File: src/rtl/regrd_pkg.sv
package regrd_pkg;

    localparam int NUM_ENT = 8;
    localparam int IDX_W   = 32;
    localparam int VAL_W   = 64;
    localparam int REG_W   = 64;
    localparam int HALF_W  = VAL_W / 2;
    localparam int FLAGS_W = 32;
    localparam int ERR_W   = 16;

    localparam logic [7:0] OPC_ESC  = 8'h0F;
    localparam logic [7:0] OPC_READ = 8'h32;

    typedef enum logic [1:0] {
        MODE_REAL = 2'b00,
        MODE_PROT = 2'b01,
        MODE_V86  = 2'b10,
        MODE_LONG = 2'b11
    } op_mode_e;

    typedef enum logic [1:0] {
        FK_NONE  = 2'b00,
        FK_BADOP = 2'b01,
        FK_PROT  = 2'b10
    } fault_e;

    typedef struct packed {
        logic              hit;
        logic [VAL_W-1:0]  val;
    } look_t;

    typedef struct packed {
        logic [REG_W-1:0] acc;
        logic [REG_W-1:0] dat;
    } split_t;

    // Default table contents, one entry per case arm.
    function automatic logic [IDX_W-1:0] dflt_idx(input int unsigned e);
        case (e)
            0: return 32'h0000_0010;
            1: return 32'h0000_001B;
            2: return 32'h0000_003A;
            3: return 32'h0000_0174;
            4: return 32'h0000_0175;
            5: return 32'h0000_0176;
            6: return 32'hC000_0080;
            default: return 32'h0000_0277;
        endcase
    endfunction

    function automatic logic [VAL_W-1:0] dflt_val(input int unsigned e);
        case (e)
            0: return 64'h0123_4567_89AB_CDEF;
            1: return 64'hFEE0_0000_0000_0900;
            2: return 64'h0000_0000_0000_0005;
            3: return 64'hDEAD_BEEF_CAFE_F00D;
            4: return 64'h1111_2222_3333_4444;
            5: return 64'h8000_0000_0000_0001;
            6: return 64'h0000_0000_0000_0D01;
            default: return 64'h0007_0406_0007_0406;
        endcase
    endfunction

    function automatic logic [VAL_W-1:0] dflt_mask(input int unsigned e);
        case (e)
            3: return 64'h0000_0000_FFFF_FFFF;
            4: return 64'h0000_FFFF_FFFF_FFFF;
            default: return {VAL_W{1'b1}};
        endcase
    endfunction

    function automatic logic [NUM_ENT-1:0][IDX_W-1:0] dflt_idx_all();
        logic [NUM_ENT-1:0][IDX_W-1:0] r;
        for (int i = 0; i < NUM_ENT; i++) r[i] = dflt_idx(i);
        return r;
    endfunction

    function automatic logic [NUM_ENT-1:0][VAL_W-1:0] dflt_val_all();
        logic [NUM_ENT-1:0][VAL_W-1:0] r;
        for (int i = 0; i < NUM_ENT; i++) r[i] = dflt_val(i);
        return r;
    endfunction

    function automatic logic [NUM_ENT-1:0][VAL_W-1:0] dflt_mask_all();
        logic [NUM_ENT-1:0][VAL_W-1:0] r;
        for (int i = 0; i < NUM_ENT; i++) r[i] = dflt_mask(i);
        return r;
    endfunction

    // Entry 7 is present in the table but marked not implemented.
    localparam logic [NUM_ENT-1:0] DFLT_VLD = 8'b0111_1111;

    function automatic logic [REG_W-1:0] zext_half(input logic [HALF_W-1:0] h);
        return {{(REG_W-HALF_W){1'b0}}, h};
    endfunction

endpackage

File: src/rtl/regrd_gate.sv
module regrd_gate
    import regrd_pkg::*;
(
    input  logic [7:0] op_b0,
    input  logic [7:0] op_b1,
    input  logic       lock_pfx,
    input  logic [1:0] priv_lvl,
    input  logic [1:0] op_mode,
    output fault_e     pre_fault
);
    op_mode_e mode;
    logic     opc_ok;
    logic     priv_ok;

    always_comb begin
        mode    = op_mode_e'(op_mode);
        opc_ok  = (op_b0 == OPC_ESC) && (op_b1 == OPC_READ);
        unique case (mode)
            MODE_REAL:            priv_ok = 1'b1;
            MODE_PROT, MODE_LONG: priv_ok = (priv_lvl == 2'd0);
            default:              priv_ok = 1'b0;
        endcase
        // Fixed order: opcode or lock first, then permission.
        if (lock_pfx || !opc_ok)
            pre_fault = FK_BADOP;
        else if (!priv_ok)
            pre_fault = FK_PROT;
        else
            pre_fault = FK_NONE;
    end
endmodule

File: src/rtl/regrd_table.sv
module regrd_table
    import regrd_pkg::*;
#(
    parameter int N_ENT = NUM_ENT,
    parameter logic [N_ENT-1:0][IDX_W-1:0] T_IDX  = dflt_idx_all(),
    parameter logic [N_ENT-1:0][VAL_W-1:0] T_VAL  = dflt_val_all(),
    parameter logic [N_ENT-1:0][VAL_W-1:0] T_MASK = dflt_mask_all(),
    parameter logic [N_ENT-1:0]            T_VLD  = DFLT_VLD
) (
    input  logic [IDX_W-1:0] idx,
    output look_t            res
);
    logic [N_ENT-1:0]            hit;
    logic [N_ENT-1:0][VAL_W-1:0] shown;

    for (genvar g = 0; g < N_ENT; g++) begin : g_ent
        assign hit[g]   = T_VLD[g] && (idx == T_IDX[g]);
        assign shown[g] = T_VAL[g] & T_MASK[g];
    end

    // Lowest-numbered matching entry wins if indices repeat.
    always_comb begin
        res = '0;
        for (int i = N_ENT - 1; i >= 0; i--) begin
            if (hit[i]) begin
                res.hit = 1'b1;
                res.val = shown[i];
            end
        end
    end
endmodule

File: src/rtl/regrd_split.sv
module regrd_split
    import regrd_pkg::*;
(
    input  logic [VAL_W-1:0] val,
    output split_t           out
);
    always_comb begin
        out.acc = zext_half(val[HALF_W-1:0]);
        out.dat = zext_half(val[VAL_W-1:HALF_W]);
    end
endmodule

File: src/rtl/regrd_unit.sv
module regrd_unit
    import regrd_pkg::*;
#(
    parameter int N_ENT = NUM_ENT,
    parameter logic [N_ENT-1:0][IDX_W-1:0] T_IDX  = dflt_idx_all(),
    parameter logic [N_ENT-1:0][VAL_W-1:0] T_VAL  = dflt_val_all(),
    parameter logic [N_ENT-1:0][VAL_W-1:0] T_MASK = dflt_mask_all(),
    parameter logic [N_ENT-1:0]            T_VLD  = DFLT_VLD
) (
    input  logic               clk,
    input  logic               rst,
    input  logic               start,
    input  logic [7:0]         op_b0,
    input  logic [7:0]         op_b1,
    input  logic               lock_pfx,
    input  logic [1:0]         priv_lvl,
    input  logic [1:0]         op_mode,
    input  logic [63:0]        idx_reg,
    input  logic [FLAGS_W-1:0] flags_in,
    output logic               done,
    output logic               acc_we,
    output logic               dat_we,
    output logic [REG_W-1:0]   acc_out,
    output logic [REG_W-1:0]   dat_out,
    output logic               fault_vld,
    output logic [1:0]         fault_kind,
    output logic [ERR_W-1:0]   fault_err,
    output logic [FLAGS_W-1:0] flags_out
);
    fault_e pre_fault;
    fault_e fin_fault;
    look_t  look;
    split_t halves;
    logic   unused_idx_hi;

    // Upper index half takes no part in selection.
    assign unused_idx_hi = ^idx_reg[63:IDX_W];

    regrd_gate u_gate (
        .op_b0     (op_b0),
        .op_b1     (op_b1),
        .lock_pfx  (lock_pfx),
        .priv_lvl  (priv_lvl),
        .op_mode   (op_mode),
        .pre_fault (pre_fault)
    );

    regrd_table #(
        .N_ENT  (N_ENT),
        .T_IDX  (T_IDX),
        .T_VAL  (T_VAL),
        .T_MASK (T_MASK),
        .T_VLD  (T_VLD)
    ) u_table (
        .idx (idx_reg[IDX_W-1:0]),
        .res (look)
    );

    regrd_split u_split (
        .val (look.val),
        .out (halves)
    );

    always_comb begin
        if (pre_fault != FK_NONE) fin_fault = pre_fault;
        else if (!look.hit)       fin_fault = FK_PROT;
        else                      fin_fault = FK_NONE;
    end

    always_ff @(posedge clk) begin
        if (rst) begin
            done       <= 1'b0;
            acc_we     <= 1'b0;
            dat_we     <= 1'b0;
            acc_out    <= '0;
            dat_out    <= '0;
            fault_vld  <= 1'b0;
            fault_kind <= FK_NONE;
            fault_err  <= '0;
            flags_out  <= '0;
        end else begin
            done <= start;
            if (start) begin
                flags_out  <= flags_in;
                fault_kind <= fin_fault;
                fault_err  <= '0;
                if (fin_fault == FK_NONE) begin
                    acc_we    <= 1'b1;
                    dat_we    <= 1'b1;
                    acc_out   <= halves.acc;
                    dat_out   <= halves.dat;
                    fault_vld <= 1'b0;
                end else begin
                    acc_we    <= 1'b0;
                    dat_we    <= 1'b0;
                    acc_out   <= '0;
                    dat_out   <= '0;
                    fault_vld <= 1'b1;
                end
            end else begin
                acc_we    <= 1'b0;
                dat_we    <= 1'b0;
                fault_vld <= 1'b0;
            end
        end
    end

    // ---------------- assertions ----------------
    p_bad_bytes_r1: assert property (@(posedge clk) disable iff (rst)
        start && !lock_pfx && (op_b0 != OPC_ESC) |=> fault_vld && fault_kind == FK_BADOP);

    p_lock_first_r2: assert property (@(posedge clk) disable iff (rst)
        start && lock_pfx |=> fault_vld && fault_kind == FK_BADOP);

    p_user_level_r3: assert property (@(posedge clk) disable iff (rst)
        start && !lock_pfx && op_b0 == OPC_ESC && op_b1 == OPC_READ
        && (op_mode == MODE_PROT || op_mode == MODE_LONG) && priv_lvl != 2'd0
        |=> fault_vld && fault_kind == FK_PROT && fault_err == '0);

    p_v86_refused_r4: assert property (@(posedge clk) disable iff (rst)
        start && !lock_pfx && op_b0 == OPC_ESC && op_b1 == OPC_READ && op_mode == MODE_V86
        |=> fault_vld && fault_kind == FK_PROT);

    p_upper_clear_r7: assert property (@(posedge clk) disable iff (rst)
        acc_we |-> acc_out[REG_W-1:HALF_W] == '0 && dat_out[REG_W-1:HALF_W] == '0 && dat_we);

    p_fault_no_write_r9: assert property (@(posedge clk) disable iff (rst)
        fault_vld |-> !acc_we && !dat_we && acc_out == '0 && dat_out == '0);

    p_done_follows_r10: assert property (@(posedge clk) disable iff (rst)
        done |-> $past(start));

    p_start_done_r10: assert property (@(posedge clk) disable iff (rst)
        start |=> done && $countones({acc_we, fault_vld}) == 1);

    p_flags_kept_r11: assert property (@(posedge clk) disable iff (rst)
        start |=> flags_out == $past(flags_in));

endmodule

File: config.mk
export PLATFORM = sky130hd
export DESIGN_NAME = regrd_unit
export DESIGN_NICKNAME = d
export VERILOG_FILES = /design/src/rtl/regrd_pkg.sv /design/src/rtl/regrd_gate.sv /design/src/rtl/regrd_table.sv /design/src/rtl/regrd_split.sv /design/src/rtl/regrd_unit.sv
export SDC_FILE = /design/constraint.sdc
export NUM_CORES = 1
export LEC_CHECK = 0
export BUFFER_PORTS_ARGS = -buffer_cell sky130_fd_sc_hd__buf_4
export CAP_MARGIN = 20
export CORE_AREA = 2 2 117 119
export CTS_CLUSTER_SIZE = 28
export DETAILED_ROUTE_END_ITERATION = 12
export DIE_AREA = 0 0 119 121
export PLACE_DENSITY = 0.63
export REMOVE_ABC_BUFFERS = 1
export SLEW_MARGIN = 20
export SYNTH_ARGS = -nofsm -noshare
export SYNTH_HDL_FRONTEND = slang
export SYNTH_SLANG_ARGS = --single-unit
File: constraint.sdc
create_clock -name clk -period 2.3 [get_ports clk]
set_input_delay 0.46 -clock clk [delete_from_list [all_inputs] [get_ports clk]]
set_output_delay 0.46 -clock clk [all_outputs]
set_load 0.02 [all_outputs]
After elaboration in Yosys (flattened, before gate mapping)
Index checks and enable logic that the tools add are counted.

storage, ports and cells
  register bits = 165
  input port bits = 120
  output and inout bits = 182
  word-level logic and storage cells = 44

cells by class
  equal/unequal tests = 11
  mux-type cells = 16
  bitwise logic cells = 1
  reduce and logical (&&, ||, !) cells = 9

operators with widths
  cell                  number
  $mux 65               7
  $eq 32x9->1 const B   3
  $eq 32x5->1 const B   2
  $mux 32               2
  $eq 32x32->1 const B  1
  $eq 32x6->1 const B   1
  $eq 8x4->1 const B    1
  $eq 8x6->1 const B    1
  $mux 2                4
  $logic_not 2->1       3
  $reduce_or 2->1       2
  $eq 2x1->1 const B    1
  $eq 2x2->1 const B    1
  $mux 1                2
  $pmux 1 s2            1
  $reduce_bool 2->1     1
  $logic_and 1x1->1     1
  $logic_not 1->1       1
  $logic_or 1x1->1      1
  $not 1->1             1

Depth between registers and ports, before layout
  depth after elaboration = 12
  gate-level depth with buffers = 7
  depth with buffers taken out = 6

Cells and area by module
A second synthesis with hierarchy kept.

unflattened totals
  cell total of the unflattened synthesis = 685
  area, all modules = 7330.8 um2

by module, submodules not included
  module       instances  cells each  area an instance (um2)  sequential area each (um2)
  regrd_unit   1          436         5556.6                  3303.2
  regrd_split  1          129         964.7                   0.0
  regrd_table  1          109         734.5                   0.0
  regrd_gate   1          11          75.1                    0.0

Least setup slack after synthesis
OpenSTA, ideal clock, no wires.

  path kind = input to register
  start = in op_b0[5]
  end = reg acc_out[0]
  library setup time = 0.074 ns
  data arrival time = 1.826 ns
  path slack = 0.399 ns
  stages on the path = 6
  path through = nand4b_1 -> or4b_4 -> nor3_4 -> and3_4 -> nand2_2 -> a31oi_1

on the way
  longest elaborated chain between the ends = 9

RTL lines
  item                    RTL line          RTL
  start: declaration      regrd_unit.sv:13  input logic [7:0] op_b0,
  $eq 8x4->1 *            regrd_gate.sv:17  opc_ok = (op_b0 == OPC_ESC) && (op_b1 == OPC_READ);
  $logic_and 1x1->1 *     regrd_gate.sv:17
  $logic_not 1->1 *       regrd_gate.sv:24  if (lock_pfx || !opc_ok)
  $logic_or 1x1->1 *      regrd_gate.sv:24
  $mux 2 *                regrd_gate.sv:24
  $reduce_bool 2->1       regrd_unit.sv:65  if (pre_fault != FK_NONE) fin_fault = pre_fault;
  $mux 2 *                regrd_unit.sv:65
  $logic_not 2->1 *       regrd_unit.sv:87  if (fin_fault == FK_NONE) begin
  $mux 32 *               regrd_unit.sv:87
  end signal: assignment  regrd_unit.sv:90  acc_out <= halves.acc;
  end: declaration        regrd_unit.sv:23  output logic [REG_W-1:0] acc_out,

Every way passes the cells marked *; elsewhere a longest branch is shown, timed or not.
A chain may end at the register's enable or synchronous reset.

Final worst setup path
Ends and elaborated chain as after synthesis.

==> run_results.csv <==
group,metric,value,unit
clocking,clock_latency,0.28,ns
global_routing,grt_overflow,0,
power,seq_power_share,0.399,
routing,wl_met1,3060,um
setup_path,critPathBufInv,1,
cells_and_area,n_antenna_cell,0,
clocking,htree_levels,2,
placed_design,portBuffers,177,
routing,drc,0,
setup_path,cp_cell_sequence,"buf_4, nand4b_1, or4b_4, nor3_4, o211ai_1, nand2b_1, a31oi_1",
yosys,synth_warnings,0,
routing,wl_met3,567,um
routing,drt-pass1-iter-count,4,
setup_path,startpoint_type,"input port",
routing,num_vias,2697,
die,std_cell_rows,42,
routing,vias_per_cell,3.95,
timing,worst_slew_pin_slew,0.623,ns
die,core_area,0.0131,mm2
clocking,cts_buffers,5,
yosys,synth_area,0.00315,mm2
die,initial_core_util,0.241,
global_routing,antenna_found_initial,0,
routing,drtIter0Drc,44,
clocking,cts_hold_buf,0,
power,p_int,1.73,mW
job,drv_cap,0,
cells_and_area,synthToLayoutAreaGrowth,34.5,%
die,dieArea,0.0144,mm2
setup_path,worstPathMaxFanout,7,
clocking,ctsResizeCount,0,
power,power_density,555,mW/mm2
yosys,ys_seq_area_frac,0.324,
power,power_switching,0.627,mW
yosys,syn_avg_cell_area,8.58,um2
timing,timing.fmax,0.526,GHz
status,status,"finished, final reports clean",
clocking,post_cts_buffers,0,
routing,wirelength,8020,um
yosys,synth_ff_type,"dfxtp_1",
yosys,synth_cell_types,42,
timing,rsz0062_at_grt,"false",
timing,finalHoldViolations,0,
power,power_frac_clock,0.400,
setup_path,end_kind,"register",
cells_and_area,drive_gt1_frac,0.383,
yosys,synthTopCellsByArea,"dfxtp_1, buf_4, mux2i_1, nor2_1, nand2_1",
timing,hold_slack,0.410,ns
timing,drv_slew,0,
global_routing,track_usage,0.103,
timing,skew,0,ns
yosys,yosysMostFrequentCell,"buf_4",
die,ios,302,
timing,max_slew_margin,0.585,
clocking,cts_buffer_depth,2,
power,switching_share,0.267,
yosys,synth_top_area_share,0.324,
power,irDropWorstVdd,0.300,mV
routing,drt-wirelength-per-cell,11.8,um
routing,wl_met2,4230,um
clocking,clock-root-buffer,"clkbuf_16",
power,combPwrFrac,0.201,
setup_path,path_class,"in -> reg",
setup_path,arrival,2.12,ns
clocking,clkTransAtPathRegs,0.07,ns
routing,ant_nets,0,
yosys,synthCells,367,
global_routing,grt_pass1_vias,2428,
timing,final.min_clock_period,1.90,ns
setup_path,critical_path.max_stage_delay,0.55,ns
yosys,synth_edf_count,0,
cells_and_area,nets,625,
yosys,yosys.area.top_type,"dfxtp_1",
timing,setup_viol,0,
clocking,cts.sinks,51,
setup_path,path_delay_family,"simple AND/OR/NAND/NOR gates",
yosys,synthArstFlopShare,0,
timing,fin_tns_setup,0,ns
power,total_leakage_power,2.13,nW
placed_design,hpwl,6680,um
setup_path,slowest_stage,"or4b_4",
placed_design,gp_congestion,0.876,
global_routing,grt_max_degree,26,
clocking,cts_tree,"yes",
yosys,ys_ff_latch,51,
yosys,synth_commonest_cells,"buf_4, dfxtp_1, nor2_1",
min_path,hp-class,"in -> reg",
setup_path,crit_required,2.52,ns
die,die_w,119,um
global_routing,grt_pass1_wl,12000,um
routing,dr.max_layer_used,"met4",
timing,timing.final.crit_share,0.826,
die,die_h,121,um
layout by cell type, fill, tap and decap left out, types with 2 or more instances in the layout:
cell,n
nand2_1,17
a22oi_1,3
buf_4,181
nor3b_1,2
mux2i_1,32
conb_1,92
a21boi_0,3
nor4b_1,2
o21ai_0,6
nand4_1,6
a21oi_1,9
nor4_1,6
nand3_1,5
dfxtp_1,51
bufinv_16,2
nor2_1,47
inv_1,4
nand4b_1,4
or3_1,3
o41ai_1,2
clkbuf_16,5
nor3_1,4
flip-flops by register name (all words and copies together) (netlist names):
name        flops
flags_out      32
fault_vld       1
fault_kind      2
dat_we          1
dat_out         6
acc_out         8
done            1
power by group through the flow:
stage | clock, mW | sequential, mW | combinational [mW]
after floorplan | 0 | 1.00 | 0.201
after global placement | 0 | 0.957 | 0.465
after detailed placement | 0 | 0.958 | 0.473
after CTS | 0.981 | 0.938 | 0.474
after global routing | 1.00 | 0.943 | 0.508
final | 0.941 | 0.938 | 0.473
cell families (layout without fill, tap and decap cells):
kind of cell / Yosys count / count (layout) / share of synthesized area
compound gates: 33 / 33 / 0.0703
buf+inv: 145 / 193 / 0.330
flops: 51 / 51 / 0.324
mux: 32 / 32 / 0.102
other cells: 1 / 92 / 0.00119
simple gates: 105 / 105 / 0.173
area by class of cell:
type / count / area [um2]
Fill cell: 1369 / 8850
Multi-Input combinational cell: 262 / 1430
Timing Repair Buffer: 181 / 1360
Sequential cell: 51 / 1020
Tap cell: 176 / 220
Clock buffer: 6 / 129
Clock inverter: 2 / 60.1
Inverter: 4 / 15.0
worst paths after layout:
path / to / cells past startpoint / start / slack (ns)
worst max register to register: dat_out[24]$_SDFFE_PP0P_ / 2 / dat_out[24]$_SDFFE_PP0P_ / 1.41
worst max-delay path: acc_out[0]$_SDFFE_PP0P_ / 7 / op_b0[5] / 0.40
worst min-delay path: flags_out[15]$_SDFFE_PP0P_ / 3 / flags_in[15] / 0.41
worst min register to register: acc_out[25]$_SDFFE_PP0P_ / 2 / acc_out[25]$_SDFFE_PP0P_ / 0.48
stage by stage:
step / worst slack, ns / std cells / util / instance area [um2] / power, mW
detailed placement: 0.0699 / 674 / 0.309 / 4050 / 1.43
global placement: 0.110 / 674 / 0.309 / 4050 / 1.42
global route: 0.167 / 682 / 0.324 / 4240 / 2.45
CTS: 0.373 / 682 / 0.324 / 4240 / 2.39
floorplan: 0.0135 / 317 / - / 2470 / 1.20
finish: 0.400 / 682 / 0.324 / 4240 / 2.35
tightest hold or removal path, cell delays in order:
cell and delay (ns):
buf_4 0.08, mux2i_1 0.05, nor2_1 0.07
metal layers:
layer / up-vias / GRT usage
li1: 1291 / -
met1: 1227 / 0.116
met2: 167 / 0.196
met3: 12 / 0.0164
met4: 0 / 0.0335
met5: - / 0
Power figures use the tool's default switching activity.
